--- config.mk ---
export PLATFORM = sky130hd
export DESIGN_NAME = vram_wr_port
export DESIGN_NICKNAME = d
export VERILOG_FILES = /design/src/rtl/vwp_pkg.sv /design/src/rtl/vwp_ctrl_seq.sv /design/src/rtl/vwp_gap_timer.sv /design/src/rtl/vram_wr_port.sv
export SDC_FILE = /design/constraint.sdc
export NUM_CORES = 1
export LEC_CHECK = 0
export BUFFER_PORTS_ARGS = -buffer_cell sky130_fd_sc_hd__buf_2
export CAP_MARGIN = 20
export CORE_MARGIN = 2
export CORE_UTILIZATION = 43
export DETAILED_ROUTE_END_ITERATION = 16
export PLACE_DENSITY = 0.71
export SYNTH_ARGS = -nofsm -noshare
export SYNTH_HDL_FRONTEND = slang
export SYNTH_HIERARCHICAL = 1
export SYNTH_SLANG_ARGS = --single-unit
--- constraint.sdc ---
create_clock -name clk_i -period 3.56 [get_ports clk_i]
set_input_delay 0.712 -clock clk_i [delete_from_list [all_inputs] [get_ports clk_i]]
set_output_delay 0.712 -clock clk_i [all_outputs]
set_load 0.005 [all_outputs]
--- src/rtl/vwp_pkg.sv ---
package vwp_pkg;
  localparam int unsigned ADDR_W = 14;
  localparam int unsigned HI_W   = ADDR_W - 8;
  localparam int unsigned WR_BIT = 6;

  typedef logic [ADDR_W-1:0] vaddr_t;

  typedef enum logic [1:0] {
    MODE_GFX1  = 2'd0,
    MODE_GFX2  = 2'd1,
    MODE_TEXT  = 2'd2,
    MODE_MULTI = 2'd3
  } disp_mode_e;
endpackage

--- src/rtl/vwp_ctrl_seq.sv ---
module vwp_ctrl_seq
  import vwp_pkg::*;
(
  input  logic       clk_i,
  input  logic       rst_ni,
  input  logic       ctrl_we_i,
  input  logic       data_we_i,
  input  logic [7:0] byte_i,
  input  logic       inc_i,
  output vaddr_t     addr_o,
  output logic       wr_en_o
);
  logic       second_q;
  logic [7:0] lo_q;
  vaddr_t     addr_q;
  logic       wr_en_q;

  // data strobe wins over a colliding control strobe
  always_ff @(posedge clk_i or negedge rst_ni) begin
    if (!rst_ni) begin
      second_q <= 1'b0;
      lo_q     <= '0;
      addr_q   <= '0;
      wr_en_q  <= 1'b0;
    end else if (data_we_i) begin
      second_q <= 1'b0;
      if (inc_i) addr_q <= addr_q + vaddr_t'(1);
    end else if (ctrl_we_i) begin
      if (!second_q) begin
        lo_q     <= byte_i;
        second_q <= 1'b1;
      end else begin
        addr_q   <= {byte_i[HI_W-1:0], lo_q};
        wr_en_q  <= byte_i[WR_BIT];
        second_q <= 1'b0;
      end
    end
  end

  assign addr_o  = addr_q;
  assign wr_en_o = wr_en_q;


  addr_inc_chk: assert property (@(posedge clk_i) disable iff (!rst_ni)
    inc_i |=> addr_q == $past(addr_q) + vaddr_t'(1));


  phase_clr_chk: assert property (@(posedge clk_i) disable iff (!rst_ni)
    data_we_i |=> !second_q);


  addr_hold_chk: assert property (@(posedge clk_i) disable iff (!rst_ni)
    (data_we_i && !inc_i) |=> $stable(addr_q));
endmodule

--- src/rtl/vwp_gap_timer.sv ---
module vwp_gap_timer
  import vwp_pkg::*;
#(
  parameter int unsigned GAP_GFX   = 29,
  parameter int unsigned GAP_TXT   = 13,
  parameter int unsigned GAP_BLANK = 8
) (
  input  logic       clk_i,
  input  logic       rst_ni,
  input  logic [1:0] mode_i,
  input  logic       blank_i,
  input  logic       acc_i,
  output logic       ok_o
);
  localparam int unsigned MAX_A   = (GAP_GFX > GAP_TXT) ? GAP_GFX : GAP_TXT;
  localparam int unsigned MAX_GAP = (MAX_A > GAP_BLANK) ? MAX_A : GAP_BLANK;
  localparam int unsigned SINCE_W = $clog2(MAX_GAP + 1);

  typedef logic [SINCE_W-1:0] cnt_t;

  cnt_t       since_q;
  cnt_t       gap_sel;
  disp_mode_e mode;

  assign mode = disp_mode_e'(mode_i);

  always_comb begin
    if (blank_i) begin
      gap_sel = cnt_t'(GAP_BLANK);
    end else begin
      unique case (mode)
        MODE_GFX1, MODE_GFX2:  gap_sel = cnt_t'(GAP_GFX);
        MODE_TEXT, MODE_MULTI: gap_sel = cnt_t'(GAP_TXT);
        default:               gap_sel = cnt_t'(GAP_GFX);
      endcase
    end
  end

  // cycles since last accepted write, saturating
  always_ff @(posedge clk_i or negedge rst_ni) begin
    if (!rst_ni)                        since_q <= cnt_t'(MAX_GAP);
    else if (acc_i)                     since_q <= cnt_t'(1);
    else if (since_q < cnt_t'(MAX_GAP)) since_q <= since_q + cnt_t'(1);
  end

  assign ok_o = since_q >= gap_sel;


  restart_chk: assert property (@(posedge clk_i) disable iff (!rst_ni)
    acc_i |=> since_q == cnt_t'(1));


  sat_chk: assert property (@(posedge clk_i) disable iff (!rst_ni)
    (!acc_i && since_q == cnt_t'(MAX_GAP)) |=> since_q == cnt_t'(MAX_GAP));
endmodule

--- src/rtl/vram_wr_port.sv ---
module vram_wr_port
  import vwp_pkg::*;
#(
  parameter int unsigned GAP_GFX   = 29,
  parameter int unsigned GAP_TXT   = 13,
  parameter int unsigned GAP_BLANK = 8,
  parameter int unsigned DROP_W    = 16
) (
  input  logic              clk_i,
  input  logic              rst_ni,
  input  logic              ctrl_we_i,
  input  logic              data_we_i,
  input  logic [7:0]        wdata_i,
  input  logic [1:0]        mode_i,
  input  logic              blank_i,
  output logic              mem_we_o,
  output logic [ADDR_W-1:0] mem_addr_o,
  output logic [7:0]        mem_wdata_o,
  output logic [DROP_W-1:0] drop_cnt_o
);
  vaddr_t            addr;
  logic              wr_en;
  logic              gap_ok;
  logic              accept;
  logic              drop;
  logic              mem_we_q;
  vaddr_t            mem_addr_q;
  logic [7:0]        mem_wdata_q;
  logic [DROP_W-1:0] drop_q;

  assign accept = data_we_i && wr_en && gap_ok;
  assign drop   = data_we_i && wr_en && !gap_ok;

  vwp_ctrl_seq u_seq (
    .clk_i     (clk_i),
    .rst_ni    (rst_ni),
    .ctrl_we_i (ctrl_we_i),
    .data_we_i (data_we_i),
    .byte_i    (wdata_i),
    .inc_i     (accept),
    .addr_o    (addr),
    .wr_en_o   (wr_en)
  );

  vwp_gap_timer #(
    .GAP_GFX   (GAP_GFX),
    .GAP_TXT   (GAP_TXT),
    .GAP_BLANK (GAP_BLANK)
  ) u_gap (
    .clk_i   (clk_i),
    .rst_ni  (rst_ni),
    .mode_i  (mode_i),
    .blank_i (blank_i),
    .acc_i   (accept),
    .ok_o    (gap_ok)
  );

  always_ff @(posedge clk_i or negedge rst_ni) begin
    if (!rst_ni) begin
      mem_we_q    <= 1'b0;
      mem_addr_q  <= '0;
      mem_wdata_q <= '0;
      drop_q      <= '0;
    end else begin
      mem_we_q <= accept;
      if (accept) begin
        mem_addr_q  <= addr;
        mem_wdata_q <= wdata_i;
      end
      if (drop) drop_q <= drop_q + 1'b1;
    end
  end

  assign mem_we_o    = mem_we_q;
  assign mem_addr_o  = mem_addr_q;
  assign mem_wdata_o = mem_wdata_q;
  assign drop_cnt_o  = drop_q;


  we_src_chk: assert property (@(posedge clk_i) disable iff (!rst_ni)
    mem_we_o |-> $past(data_we_i));


  no_wr_chk: assert property (@(posedge clk_i) disable iff (!rst_ni)
    (data_we_i && !wr_en) |=> (!mem_we_o && $stable(drop_cnt_o)));


  drop_inc_chk: assert property (@(posedge clk_i) disable iff (!rst_ni)
    (data_we_i && wr_en && !gap_ok) |=> (drop_cnt_o == $past(drop_cnt_o) + 1'b1 && !mem_we_o));


  we_gap_chk: assert property (@(posedge clk_i) disable iff (!rst_ni)
    mem_we_o |=> !mem_we_o);
endmodule

======== Word-level counts from Yosys, hierarchy flattened ========
Index checks and enable logic that the tools add are counted.
operators by class
  magnitude comparators ................... 2
  $add $sub $neg .......................... 3
  reductions and logical operators ........ 13
  bitwise gates (word level) .............. 2
  equal/unequal tests ..................... 4
  multiplexer cells ....................... 11
operator list
  kind                     number
  $mux W14                 4
  $add A16 B1 Y16 const B  1
  $mux W5                  3
  $add A14 B1 Y14 const B  1
  $pmux W5 S2              1
  $reduce_and A3 Y1        3
  $reduce_bool A2 Y1       3
  $add A5 B1 Y5 const B    1
  $ge A5 B5 Y1             1
  $lt A5 B5 Y1 const B     1
  $eq A2 B2 Y1 const B     2
  $reduce_or A2 Y1         2
  $logic_and A1 B1 Y1      3
  $mux W1                  3
  $eq A2 B1 Y1 const B     1
  $logic_not A2 Y1         1
  $ne A2 B1 Y1 const B     1
  $not A1 Y1               2
  $logic_not A1 Y1         1
word-level totals
  bits of input ports ..................... 15
  bits in registers ....................... 68
  output and inout bits ................... 39
  word-level logic and storage cells ...... 44

======== Depth between registers and ports, before layout ========
  word-level depth ........................ 8
  depth in mapped cells ................... 12
  mapped depth without buffers ............ 10

======== By module ========
The synthesis kept the hierarchy.
by module, submodules not included
  module         area an instance (um^2)  cells each  sequential area each (um^2)  instances
  vram_wr_port   1,572.8                  114         975.9                        1
  vwp_ctrl_seq   1,305.0                  131         600.6                        1
  vwp_gap_timer  365.4                    35          130.1                        1

======== Worst setup path before layout ========
No wires, ideal clock.
  path kind ............................... input to register
  start point ............................. in mode_i[1]
  end point ............................... reg u_seq.addr_q[11], in the netlist u_seq/addr_o[11]
  required time ........................... 3,478 ps
  path slack .............................. 513 ps
  stages .................................. 11
  buffers on the path ..................... 1
  data arrival time ....................... 2,965 ps
  setup time .............................. 82 ps
  path through ............................ or2_2 -> ha_1 -> o211ai_1 -> o21bai_1 -> nand3_1 -> clkbuf_1 -> inv_1 -> and2_2 -> nand2_2 -> or3_1 -> a31oi_1
on the way
  word-level cells in the longest chain between the ends .. 8
  elaborated cells between the ends (all ways) .. 12
  those cells by class .................... order compare: 1; eq/ne: 4; mux: 2; reduce/logical: 5
ends and longest elaborated chain
  what                                        line                 source
  start, declared                             vram_wr_port.sv:14   input logic [1:0] mode_i,
  $eq A2 B2 Y1, or another cell as far along  vwp_gap_timer.sv:31  unique case (mode)
  $reduce_or A2 Y1                            vwp_gap_timer.sv:31
  $pmux W5 S2 (*)                             vwp_gap_timer.sv:31
  $mux W5 (*)                                 vwp_gap_timer.sv:28  if (blank_i) begin
  $ge A5 B5 Y1 (*)                            vwp_gap_timer.sv:46  assign ok_o = since_q >= gap_sel;
  named net gap_ok                            vram_wr_port.sv:23   logic gap_ok;
  $logic_and A1 B1 Y1 (*)                     vram_wr_port.sv:31   assign accept = data_we_i && wr_en && gap_ok;
  named net accept                            vram_wr_port.sv:24   logic accept;
  $ne A2 B1 Y1 (no source line) (*)           n/a
  $reduce_and A3 Y1 (no source line) (*)      n/a
  end signal, assigned                        vwp_ctrl_seq.sv:27   if (inc_i) addr_q <= addr_q + vaddr_t'(1);
  end signal, assigned                        vwp_ctrl_seq.sv:33   addr_q <= {byte_i[HI_W-1:0], lo_q};
  end, declared                               vwp_ctrl_seq.sv:15   vaddr_t addr_q;
The timed path passes the listed nets; every way through them passes the cells marked *. The select of a mux whose other input is x is not followed.
A chain may end at the register's enable or synchronous reset.

======== Final worst setup path ========
  start point ............................. reg u_gap.since_q[0]
  end point ............................... reg drop_q[15], in the netlist drop_cnt_o[15]
on the way
  word-level cells in the longest chain between the ends .. 3
ends and longest elaborated chain
  what                    line                 source
  start, declared         vwp_gap_timer.sv:21  cnt_t since_q;
  start signal, assigned  vwp_gap_timer.sv:41  if (!rst_ni) since_q <= cnt_t'(MAX_GAP);
  start signal, assigned  vwp_gap_timer.sv:42  else if (acc_i) since_q <= cnt_t'(1);
  start signal, assigned  vwp_gap_timer.sv:43  else if (since_q < cnt_t'(MAX_GAP)) since_q <= since_q + cnt_t'(1);
  $ge A5 B5 Y1            vwp_gap_timer.sv:46
  named net gap_ok        vram_wr_port.sv:23
  $logic_not A1 Y1        vram_wr_port.sv:32   assign drop = data_we_i && wr_en && !gap_ok;
  $logic_and A1 B1 Y1     vram_wr_port.sv:32
  end signal, assigned    vram_wr_port.sv:70   if (drop) drop_q <= drop_q + 1'b1;
  end, declared           vram_wr_port.sv:29   logic [DROP_W-1:0] drop_q;
The timed path passes the listed nets, and every way through them passes these cells.

==> results.md <==
* Resized cells post-CTS at 0
* Half-perimeter wire length of the detailed placement result at 4520 um
* CTS tree: built
* WP data required at 3.83 ns
* Die Height at 90.8 um
* Row Count at 31
* Cell-by-cell trace of the critical path: inv_1, ha_1, nor4b_1, o21bai_1, nand3b_4, or4_1, nor4_4, xor2_1
* Net count after synthesis at 301
* Hold WS at 0.442 ns
* Number of H-tree branching levels at 3
* Hold Path Class: in -> async
* Library cell with the largest summed area after synthesis: sky130_fd_sc_hd__dfrtp_1
* Clock tree root driver cell: sky130_fd_sc_hd__clkbuf_8
* Data arrival time of the critical path at 2.96 ns
* Pre-CTS setup slack at 0.591 ns
* Post-synth EDFFs at 0
* Share of the synthesized area in the top cell type at 49.4%
* Leakage power at 1.73 nW
* Dominant cell by count in the synthesized netlist: sky130_fd_sc_hd__dfrtp_1
* Total die area at 8250 sq um
* RSZ-0062 raised after global routing: false
* Detailed-route wire length at 6480 um
* Fin crit share at 75.6%
* Share of synthesized area occupied by flip-flops and latches at 52.6%
* I/O pin count at 54
* Clock network power share at 20.5%
* Cell type of the slowest stage on the worst timing path: sky130_fd_sc_hd__or4_1
* Unique cell type count in the Yosys netlist at 53
* Die extent in x at 90.8 um
* Final-report max-slew violation count at 0
* Routed length per placed instance at 14.7 um
* Main area contributors after synthesis: sky130_fd_sc_hd__dfrtp_1, sky130_fd_sc_hd__mux2_2, sky130_fd_sc_hd__dfstp_2
* Internal power summed over all cells at 1.78 mW
* Via count at 2357
* Worst-Margin Slew at 0.823 ns
* Total GRT Usage at 16.7%
* Number of buffers created by CTS at 9
* Final worst setup slack at 0.869 ns
* Clk_lat worst skew at 0.35 ns
* Flop and latch count out of synthesis at 68
* Number of clock sinks seen by CTS at 68
* Mean Syn Cell Area at 11.6 sq um
* Fin nets at 357
* Port Buf Inserts at 52
* Pin count of the biggest net entering global routing at 40
* Detailed-routing iteration count for the pre-antenna-repair pass at 4
* Final setup vio count at 0
* Max Clk Rate at 372 MHz
* Max Clock Skew at 0.00910 ns
* Leading register cell type out of synthesis: sky130_fd_sc_hd__dfrtp_1
* Postcts setup bufs at 0
* Synthesis Warnings at 6
* Classification of the worst setup path: reg -> reg
* Share of post-route cells with drive strength above 1 at 34.3%
* Initial antenna violation count at 0
* Reg clk slew, reported paths at 0.07 ns
* Drt initial violations at 89
* Count of buffering cells on the critical path with inverters included at 1
* Wire length of the first global-routing pass at 10800 um
* Min cycle time layout at 2.69 ns
* CP delay by family, top: simple AND/OR/NAND/NOR gates
* Worst setup SP type: flop
* Post-CTS Hold Buffers at 0
* Sequential cell fraction of total power at 49.0%
* Post-synthesis cell area at 3240 sq um
* Antenna viol nets, final at 0
* Fill cell instance count of the final layout at 705
* Post-detailed-route DRC marker count at 0
* Antenna diode count at 0
* Post-synth top cells: sky130_fd_sc_hd__dfrtp_1, sky130_fd_sc_hd__mux2_2, sky130_fd_sc_hd__nand2_1, sky130_fd_sc_hd__a21oi_1, sky130_fd_sc_hd__nand3_1
* Outcome: finished, final reports clean
* Kind of end point of the critical path: flop
* CP peak stage delay at 0.69 ns
* Comb power frac at 30.4%
* GPL Wtd Cong at 0.821
* Post-detailed-route via-to-cell ratio at 5.36
* Final count of hold timing violations at 0
* Fraction of power spent switching nets at 33.6%
* Count of placed standard cells including taps at 424
* Worst-case vdd ir drop at 0.367 mV
* Max Fanout on Critical Path at 9
* Largest buffer count on any clock path at 2
* Share of synthesized flip-flops with an asynchronous set or reset at 100%
* Synthesized instance count at 280
* Number of global-route vias before repair at 2231
* Core area at 7290 sq um
* Remaining global-route overflow at 0
* Cell Pwr Density at 711 nW/um^2
* Fin Setup TNS at 0 ns
* Initial Util at 44.5%
* Max-capacitance violation count at 0
* Final standard cell count with taps included and fillers excluded at 440
* Area delta synth->final at 16.1%
* Final core area utilization at 51.6%
* Switching component of the power at 0.900 mW
* Slew Limit Headroom at 44.8%
-- metal layers --
metal | share of wire [%] | GRT usage (%) | vias up | wire (um)
met2 | 47 | 25.9 | 57 | 3040
met5 | 0 | 0 | - | 0
met3 | 4.8 | 5.51 | 10 | 312
li1 | - | - | 1118 | -
met1 | 47 | 22.4 | 1172 | 3050
met4 | 1.2 | 5.05 | 0 | 78
-- power groups by stage --
stage / logic, mW / clock network (mW) / registers [mW]
finish: 0.815 / 0.550 / 1.31
global placement: 0.798 / 0 / 1.31
floorplan: 0.562 / 0 / 1.27
CTS: 0.827 / 0.571 / 1.32
detailed placement: 0.821 / 0 / 1.33
global route: 0.915 / 0.610 / 1.36
-- worst register-to-register path, stage by stage (launching register included) --
cell and delay (ns):
sky130_fd_sc_hd__dfstp_2 0.61, sky130_fd_sc_hd__inv_1 0.06, sky130_fd_sc_hd__ha_1 0.26, sky130_fd_sc_hd__nor4b_1 0.26
sky130_fd_sc_hd__o21bai_1 0.16, sky130_fd_sc_hd__nand3b_4 0.21, sky130_fd_sc_hd__or4_1 0.69, sky130_fd_sc_hd__nor4_4 0.20
sky130_fd_sc_hd__xor2_1 0.16
-- through the flow --
step | power [mW] | cell area [sq um]
detailed placement | 2.15 | 3600
global route | 2.88 | 3760
global placement | 2.11 | 3600
finish | 2.68 | 3760
floorplan | 1.83 | 3240
CTS | 2.71 | 3760
-- cell usage in the layout, fill, tap and decap left out, types with 2 or more instances in the layout --
cell and count:
sky130_fd_sc_hd__dfrtp_1 64, sky130_fd_sc_hd__buf_2 52, sky130_fd_sc_hd__mux2_2 31, sky130_fd_sc_hd__nand2_1 18
sky130_fd_sc_hd__nand3_1 17, sky130_fd_sc_hd__a21oi_1 17, sky130_fd_sc_hd__xnor2_1 12, sky130_fd_sc_hd__nor2_1 10
sky130_fd_sc_hd__clkbuf_8 10, sky130_fd_sc_hd__inv_1 9, sky130_fd_sc_hd__and3_1 9, sky130_fd_sc_hd__xor2_1 9
sky130_fd_sc_hd__ha_1 6, sky130_fd_sc_hd__a211oi_1 6, sky130_fd_sc_hd__o21ai_0 6, sky130_fd_sc_hd__and4_1 4
sky130_fd_sc_hd__clkinv_2 4, sky130_fd_sc_hd__buf_4 4, sky130_fd_sc_hd__dfstp_2 4, sky130_fd_sc_hd__nand4_1 4
sky130_fd_sc_hd__mux2i_1 3, sky130_fd_sc_hd__a31oi_1 3, sky130_fd_sc_hd__o22ai_1 3, sky130_fd_sc_hd__and4_2 2
sky130_fd_sc_hd__or4_1 2, sky130_fd_sc_hd__o211ai_1 2, sky130_fd_sc_hd__nor2b_1 2, sky130_fd_sc_hd__nand2b_1 2
-- cell families (layout without fill, tap and decap cells) --
kind of cell | after synthesis | count (layout) | synth area share [%]
and+or+nand+nor | 83 | 83 | 15.3
adders and majority gates | 6 | 6 | 2.31
DFF | 68 | 68 | 52.6
xor gates and xnor gates | 21 | 21 | 5.67
muxes | 34 | 34 | 11.7
AOI/OAI and AO/OA | 48 | 48 | 9.45
buffers and inverters | 20 | 81 | 2.93
-- final timing paths --
check / from / endpoint / slack [ns] / cells after the start
worst max-delay path: u_gap/since_q[0] / drop_cnt_o[15] / 0.87 / 8
worst min-delay path: rst_ni / u_gap/since_q[1] / 0.44 / 1
worst max register to register: u_gap/since_q[0] / drop_cnt_o[15] / 0.87 / 8
worst min register to register: drop_cnt_o[15] / drop_cnt_o[15] / 0.47 / 1
max in group asynchronous: rst_ni / u_seq/addr_o[8] / 2.35 / 2
min in group clk_i: drop_cnt_o[15] / drop_cnt_o[15] / 0.47 / 1
-- sequential cells by signal, indices dropped and copies added (netlist names) --
register	count
u_seq/lo_q	8
mem_addr_o	14
u_seq/addr_o	14
u_gap/since_q	5
u_seq/wr_en_o	1
mem_we_o	1
mem_wdata_o	8
u_seq/second_q	1
drop_cnt_o	16
-- area by class of cell --
class	count	area, sq um	area share, %
Sequential cell	68	1710	45.3
Clock buffer	11	141	3.76
Inverter	9	33.8	0.897
Multi-Input combinational cell	192	1440	38.3
Tap cell	99	124	3.29
Timing Repair Buffer	56	290	7.71
Clock inverter	5	27.5	0.731
No activity file was read; power rests on OpenSTA's default activity.
